`config.mk`:
```
export PLATFORM = sky130hd
export DESIGN_NAME = smb_alert_resp
export DESIGN_NICKNAME = d
export VERILOG_FILES = /design/src/rtl/sar_pkg.sv /design/src/rtl/sar_ara_decode.sv /design/src/rtl/sar_fsm.sv /design/src/rtl/sar_reply_fmt.sv /design/src/rtl/smb_alert_resp.sv
export SDC_FILE = /design/constraint.sdc
export NUM_CORES = 1
export LEC_CHECK = 0
export ABC_AREA = 0
export BUFFER_PORTS_ARGS = -buffer_cell sky130_fd_sc_hd__buf_2
export CAP_MARGIN = 5
export CORE_AREA = 4 4 41 43
export CTS_CLUSTER_SIZE = 24
export DETAILED_ROUTE_END_ITERATION = 12
export DIE_AREA = 0 0 45 47
export GPL_TIMING_DRIVEN = 0
export RECOVER_POWER = 100
export SLEW_MARGIN = 5
export SYNTH_ARGS = -nofsm -noshare
export SYNTH_HDL_FRONTEND = slang
export SYNTH_SLANG_ARGS = --single-unit
```
`constraint.sdc`:
```
create_clock -name clk -period 1.4 [get_ports clk]
set_input_delay 0.21 -clock clk [delete_from_list [all_inputs] [get_ports clk]]
set_output_delay 0.21 -clock clk [all_outputs]
set_load 0.1 [all_outputs]
```
`src/rtl/sar_pkg.sv`:
```
package sar_pkg;
    typedef enum logic [1:0] {
        ST_IDLE  = 2'd0,
        ST_ALERT = 2'd1,
        ST_RESP  = 2'd2,
        ST_HOLD  = 2'd3
    } sar_state_e;

    typedef struct packed {
        sar_state_e state;
        logic       alert;
        logic       ack_req;
    } sar_regs_t;
endpackage

```
`src/rtl/sar_ara_decode.sv`:
```
module sar_ara_decode #(
    parameter int          ADDR_W   = 7,
    parameter logic [6:0]  ARA_ADDR = 7'b0001100
) (
    input  logic            addr_vld,
    input  logic [ADDR_W:0] addr_byte,
    output logic            ara_rd
);
    localparam logic [ADDR_W-1:0] MATCH = ADDR_W'(ARA_ADDR);

    always_comb begin
        ara_rd = addr_vld && (addr_byte[ADDR_W:1] == MATCH) && addr_byte[0];
    end
endmodule

```
`src/rtl/sar_fsm.sv`:
```
module sar_fsm
    import sar_pkg::*;
(
    input  logic clk,
    input  logic rst_n,
    input  logic alert_en,
    input  logic irq_pending,
    input  logic ara_rd,
    input  logic ev_addr_vld,
    input  logic ev_start,
    input  logic ev_stop,
    input  logic ev_reply_done,
    input  logic ev_reply_acked,
    output logic alert_q,
    output logic ack_req_q
);
    sar_regs_t r_d, r_q;

    always_comb begin
        r_d = r_q;
        unique case (r_q.state)
            ST_IDLE: begin
                if (alert_en && irq_pending) r_d.state = ST_ALERT;
            end
            ST_ALERT: begin
                if (!alert_en || !irq_pending) r_d.state = ST_IDLE;
                else if (ara_rd)               r_d.state = ST_RESP;
            end
            ST_RESP: begin
                if (!alert_en)                r_d.state = ST_IDLE;
                else if (ev_reply_done)       r_d.state = ev_reply_acked ? ST_HOLD : ST_ALERT;
                else if (ev_start || ev_stop) r_d.state = ST_ALERT;
            end
            ST_HOLD: begin
                if (!irq_pending) r_d.state = ST_IDLE;
            end
            default: r_d.state = ST_IDLE;
        endcase
        r_d.alert   = (r_d.state == ST_ALERT) || (r_d.state == ST_RESP);
        r_d.ack_req = (r_d.state == ST_RESP);
    end

    always_ff @(posedge clk or negedge rst_n) begin
        if (!rst_n) begin
            r_q <= '{state: ST_IDLE, alert: 1'b0, ack_req: 1'b0};
        end else begin
            r_q <= r_d;
        end
    end

    assign alert_q   = r_q.alert;
    assign ack_req_q = r_q.ack_req;

    AST_ASSERT_ON_PEND: assert property (@(posedge clk) disable iff (!rst_n)
        (r_q.state == ST_IDLE && alert_en && irq_pending) |=> alert_q);
    AST_DISABLED_QUIET: assert property (@(posedge clk) disable iff (!rst_n)
        !alert_en |=> (!alert_q && !ack_req_q));
    AST_ARA_MATCH: assert property (@(posedge clk) disable iff (!rst_n)
        (alert_q && !ack_req_q && alert_en && irq_pending && ara_rd) |=> ack_req_q);
    AST_WRITE_IGNORED: assert property (@(posedge clk) disable iff (!rst_n)
        (!ack_req_q && ev_addr_vld && !ara_rd) |=> !ack_req_q);
    AST_NO_ACK_UNALERTED: assert property (@(posedge clk) disable iff (!rst_n)
        (!alert_q && !ack_req_q) |=> !ack_req_q);
    AST_RELEASE_ON_ACK: assert property (@(posedge clk) disable iff (!rst_n)
        (ack_req_q && ev_reply_done && ev_reply_acked) |=> (!alert_q && !ack_req_q));
    AST_ABORT_KEEPS_ALERT: assert property (@(posedge clk) disable iff (!rst_n)
        (ack_req_q && alert_en && !ev_reply_done && (ev_start || ev_stop)) |=> (alert_q && !ack_req_q));
    AST_HOLD_SILENT: assert property (@(posedge clk) disable iff (!rst_n)
        (r_q.state == ST_HOLD && irq_pending) |=> !alert_q);
    AST_PEND_DROP: assert property (@(posedge clk) disable iff (!rst_n)
        (r_q.state == ST_ALERT && !irq_pending) |=> !alert_q);
endmodule

```
`src/rtl/sar_reply_fmt.sv`:
```
module sar_reply_fmt #(
    parameter int   ADDR_W    = 7,
    parameter logic REPLY_LSB = 1'b0
) (
    input  logic              ack_req,
    input  logic [ADDR_W-1:0] own_addr,
    output logic [ADDR_W:0]   reply_byte
);
    always_comb begin
        reply_byte = ack_req ? {own_addr, REPLY_LSB} : '0;
    end
endmodule

```
`src/rtl/smb_alert_resp.sv`:
```
module smb_alert_resp #(
    parameter int         ADDR_W   = 7,
    parameter logic [6:0] ARA_ADDR = 7'b0001100
) (
    input  logic              clk,
    input  logic              rst_n,
    input  logic              alert_en,
    input  logic              irq_pending,
    input  logic [ADDR_W-1:0] own_addr,
    input  logic              ev_start,
    input  logic              ev_stop,
    input  logic              ev_addr_vld,
    input  logic [ADDR_W:0]   ev_addr_byte,
    input  logic              ev_reply_done,
    input  logic              ev_reply_acked,
    output logic              alert_n,
    output logic              ack_req,
    output logic [ADDR_W:0]   reply_byte
);
    logic ara_rd;
    logic alert_q;

    sar_ara_decode #(.ADDR_W(ADDR_W), .ARA_ADDR(ARA_ADDR)) u_dec (
        .addr_vld  (ev_addr_vld),
        .addr_byte (ev_addr_byte),
        .ara_rd    (ara_rd)
    );

    sar_fsm u_fsm (
        .clk            (clk),
        .rst_n          (rst_n),
        .alert_en       (alert_en),
        .irq_pending    (irq_pending),
        .ara_rd         (ara_rd),
        .ev_addr_vld    (ev_addr_vld),
        .ev_start       (ev_start),
        .ev_stop        (ev_stop),
        .ev_reply_done  (ev_reply_done),
        .ev_reply_acked (ev_reply_acked),
        .alert_q        (alert_q),
        .ack_req_q      (ack_req)
    );

    sar_reply_fmt #(.ADDR_W(ADDR_W)) u_fmt (
        .ack_req    (ack_req),
        .own_addr   (own_addr),
        .reply_byte (reply_byte)
    );

    assign alert_n = ~alert_q;

    AST_ACK_ONLY_ALERTING: assert property (@(posedge clk) disable iff (!rst_n)
        ack_req |-> !alert_n);
endmodule

```
# Word-level counts from Yosys, hierarchy flattened
# Cells that the tools add are included.
# W data, S select, Z words.
[word_totals]
out_inout_bits = 10
word_cells = 29
register_bits = 4
inputBits = 24
[op_classes]
n_eq_ne = 6
reduce_logical = 9
muxes = 10
bitwise = 1
[op_table]
columns = ["cell", "n"]
rows = [
  ["$mux W2", 8],
  ["$mux W8", 1],
  ["$pmux W2 S4", 1],
  ["$eq A7 B4 Y1 const B", 1],
  ["$eq A2 B2 Y1 const B", 3],
  ["$eq A2 B1 Y1 const B", 2],
  ["$logic_and A1 B1 Y1", 3],
  ["$logic_or A1 B1 Y1", 3],
  ["$logic_not A1 Y1", 2],
  ["$logic_not A2 Y1", 1],
  ["$not A1 Y1", 1],
]

# Longest topological paths before layout
[depth]
word_depth = 8
ltp_mapped = 5
mapped_depth_nobuf = 5

# By module
# From an unflattened synthesis, not the netlist that was laid out.
[unflattened]
cells_unflattened = 31
hier_area_um2 = 279.0
[modules_own_cells]
columns = ["mod", "area_each_um2", "cells_per_inst", "instances"]
rows = [
  ["sar_fsm", 195.2, 18, 1],
  ["sar_reply_fmt", 55.1, 9, 1],
  ["sar_ara_decode", 25.0, 3, 1],
  ["smb_alert_resp", 3.8, 1, 1],
]

# Worst setup path after synthesis
# Ideal clock, no wire load.
[synth_path]
kind = "register to output"
from = "register u_fsm.r_q (netlist bit u_fsm.ack_req_q)"
to = "output reply_byte[1]"
required_time_ps = 1190
path_buffers = 0
stages_incl_launch_ff = 2
path_slack_ps = -634
t_arrival_ps = 1824
path_cell_list = "dfrtp_1 > and2_1"
[synth_via]
elab_chain_len = 1
[synth_rtl]
columns = ["element", "line_no", "rtl"]
rows = [
  ["start: declaration", "sar_fsm.sv:17", "sar_regs_t r_d, r_q;"],
  ["start signal: assignment", "sar_fsm.sv:45", "r_q <= '{state: ST_IDLE, alert: 1'b0, ack_req: 1'b0};"],
  ["start signal: assignment", "sar_fsm.sv:47", "r_q <= r_d;"],
  ["$mux W8", "sar_reply_fmt.sv:10", "reply_byte = ack_req ? {own_addr, REPLY_LSB} : '0;"],
  ["end: declaration", "smb_alert_resp.sv:18", "output logic [ADDR_W:0] reply_byte"],
]
# No other way between the ends.

# Worst setup path in the final report
[layout_path]
from = "register u_fsm.r_q (netlist bit u_fsm.ack_req_q)"
to = "output reply_byte[6]"
# Same word-level chain as after synthesis.

==> parameters.txt <==
Parameter                              Value

STA
  Clk_skew    around 0.012 ns
  Final Hold Viols    0
  Worst slew margin relative to its limit    0.6409
  Maximum clock frequency    between 0.7 and 0.8 GHz
  Total setup violations reported at the end of the flow    0
  Final WS setup    ~0.054 ns
  Actual transition at the worst max-transition pin    around 0.54 ns
  Count of pins over their slew limit    0
  Final period utilization    0.9614
  Post-layout min period    between 1 and 1.5 ns

Setup path
  Worst path arrival time    1.14 ns
  Crit. End Element    primary output
  Buf+Inv Stages, Crit Path    1
  Crit path launch    u_fsm.ack_req_q
  Required time of the critical path    around 1.2 ns
  R2R Path Start    u_fsm.r_q[3]
  Largest delay contributor family on the critical path    flip-flops
  Reg2reg end    u_fsm.alert_q
  Critical path class    reg2out
  Worst-case register-to-register setup slack    around 0.07 ns
  Slowest cell delay on critical path    approximately 0.43 ns
  Cell count of the worst reg-to-reg path    5
  List of cells traversed by the critical path    and2_2, clkbuf_4
  Highest net fanout along the worst path    8
  Slowest cell on crit path    dfrtp_2
  CP startpoint kind    flop

Logic synthesis
  Number of warnings reported in the yosys synthesis log    0
  Fraction of post-synthesis cell area in the top cell type by area    0.3390
  Number of distinct library cells after synthesis    19
  Synth Instances    31
  Post-synth net total    56
  Post-Synthesis Cell Area    just under 300 µm²
  Mean post-synth cell area    between 9 and 10 µm²
  Register area share after synthesis    0.3390
  Top cells by area, synth    dfrtp_1 (34%), and2_1 (15%), o221ai_2 (5.1%), and4bb_2 (4.2%), ha_1 (4.2%)
  Post-synthesis register bit count    4
  Largest area contributor in the netlist    dfrtp_1

Global routing
  Maximum number of pins on one net before global-route repair    9
  Vias in the first global route    about 330
  Global-route wire length before repair    1145 µm
  Sum of overflow across all layers after global routing    0
  Initial antenna violation count    0
  Global Route Usage Sum    0.08089

CTS
  Register clock-pin slew on the reported worst setup and hold paths    0.05 ns
  TritonCTS clock tree    done
  Number of buffers added by the clock tree synthesis step    3
  Buffer levels on the longest clock path    2
  Cell chosen for the clock root    clkbuf_4
  Clock latency on the worst-skew pair    ~0.25 ns
  Sink count of the clock tree    4
  H-tree level count    1

Route
  Final routed DRC violation total    0
  Length of routed met3 wiring    roughly 120 µm
  Number of optimization iterations in the first detailed-route pass    2
  Top sig layer    met4
  Routed length per placed instance    around 9.6 µm
  DRT met1 WL    266 µm
  Wire length on met2    between 400 and 500 µm
  Iteration-0 DRC Markers    4
  Final wirelength    between 800 and 900 µm
  DRT antenna net count    0
  Vias    around 370
  Via density per instance    ~4.4

Floorplanning
  Ports placed on the boundary    34
  Num rows    13
  Die Y    roughly 47 µm
  Starting density of the core    0.2269
  Die extent in x    ~45 µm
  CORE AREA    approximately 1300 µm²
  Die outline area    2115 µm²

Placed design
  Worst slack at placement    ~0.073 ns
  Count of input and output buffers    32
  Weighted congestion at the end of routability-driven global placement    0.6197
  Placed inst area    between 400 and 500 µm²

Power
  Proportion of power drawn by the clock network    0.275
  Comb power frac    0.445
  Internal cell power    roughly 340 µW
  Switching power    251.4 µW
  Fraction of power consumed by sequential logic    0.280
  LEAKAGE    0.0002955 µW
  Power density normalized to cell area    approximately 1100 nW/µm²
  Net switching share of the total power    0.4237
  VDD IR-drop max    0.0008116 V

Cells and area
  Filler cell count    between 100 and 150
  Most common library cell in the layout ignoring fill and taps    buf_2
  Fin nets    95
  Synthesis-to-layout area growth    84.32%
  Post-layout utilization of the core    0.4183
  Area of all placed cells without fillers    544.3 µm²
  Top library cells by usage in the layout, fill and taps aside    buf_2 (22), clkbuf_4 (10), and2_2 (7)
  Ant diodes    0
  Share of post-route cells with drive strength above 1    0.6957

Worst hold path
  Type of the most critical hold path    in2async

Status
  Run status    finished clean

Flow run
  Count of maximum capacitance violations    0
cell families after synthesis:
family          share of synthesized area
other cells                       0.01270
fa+ha+maj                         0.04237
simple gates                       0.3602
compound gates                     0.1949
flops                              0.3390
buf+inv                           0.05087
what timing repair did:
action	4_1_cts	5_1_grt
pin swaps	0	1
gates cloned	0	0
endpoints found under the setup margin	7	1
hold buffers	1	0
setup buffers	0	1
gates resized for setup	7	0
endpoints found under the hold margin	4	0
per-layer routing:
metal	vias up	track usage
met5	-	0
met4	0	0.05263
met3	2	0.04598
met2	26	0.1582
met1	158	0.05747
li1	186	-
state kept, by name (all words and copies together), names as in the netlist:
register and cells:
u_fsm.ack_req_q 1, u_fsm.alert_q 1, u_fsm.r_q 2
through the flow:
stage | hold slack, ns | cells | TNS [ns] | power [µW]
2_1_floorplan | -0.08559 | 31 | -0.5131 | 371.3
6_report | 0.3220 | 84 | 0 | 593.4
3_3_place_gp | 0.01785 | 78 | 0 | 431.1
5_1_grt | 0.3613 | 84 | -0.007548 | 633.3
4_1_cts | 0.2931 | 83 | 0 | 598.7
3_5_place_dp | 0.01888 | 78 | 0 | 431.6
worst max-delay path by stage:
stage / to / slack, ns / cells after the start
after floorplan: reply_byte[1] / -0.08 / 1
after detailed placement: u_fsm.alert_q / 0.07 / 5
after global placement: u_fsm.alert_q / 0.08 / 5
after global routing: u_fsm.alert_q / -0.008 / 5
after CTS: u_fsm.alert_q / 0.06 / 5
final: reply_byte[6] / 0.05 / 2
area by class of cell:
class | instances | area [µm²] | share of cell area
sequential | 4 | 101.3 | 0.1862
clock buffer | 4 | 26.28 | 0.04828
tap | 15 | 18.77 | 0.03448
buffer | 1 | 7.507 | 0.01379
timing repair buffer | 34 | 193.9 | 0.3563
inverter | 2 | 7.507 | 0.01379
multi-input combinational | 24 | 188.9 | 0.3471
cells in the mapped netlist:
| master | instances |
|---|---|
| buf_4 | 1 |
| a31oi_1 | 1 |
| dfrtp_1 | 4 |
| nor2b_1 | 1 |
| o221ai_2 | 1 |
| conb_1 | 1 |
| and4bb_2 | 1 |
| nand3b_1 | 1 |
| and2_1 | 7 |
| nand4b_1 | 1 |
| a211o_2 | 1 |
| o221ai_1 | 1 |
| a21oi_1 | 2 |
| nor3_2 | 1 |
| inv_1 | 2 |
| nor3b_1 | 1 |
| ha_1 | 1 |
| a21o_1 | 1 |
| nand3_1 | 2 |
power groups by stage:
stage,Clock [µW],Sequential [µW],Combinational (µW)
after floorplan,0,164,207
after global routing,172,172,290
after global placement,0,168,264
after CTS,166,167,265
final,163,166,264
after detailed placement,0,169,263
Power figures use the tool's default switching activity.
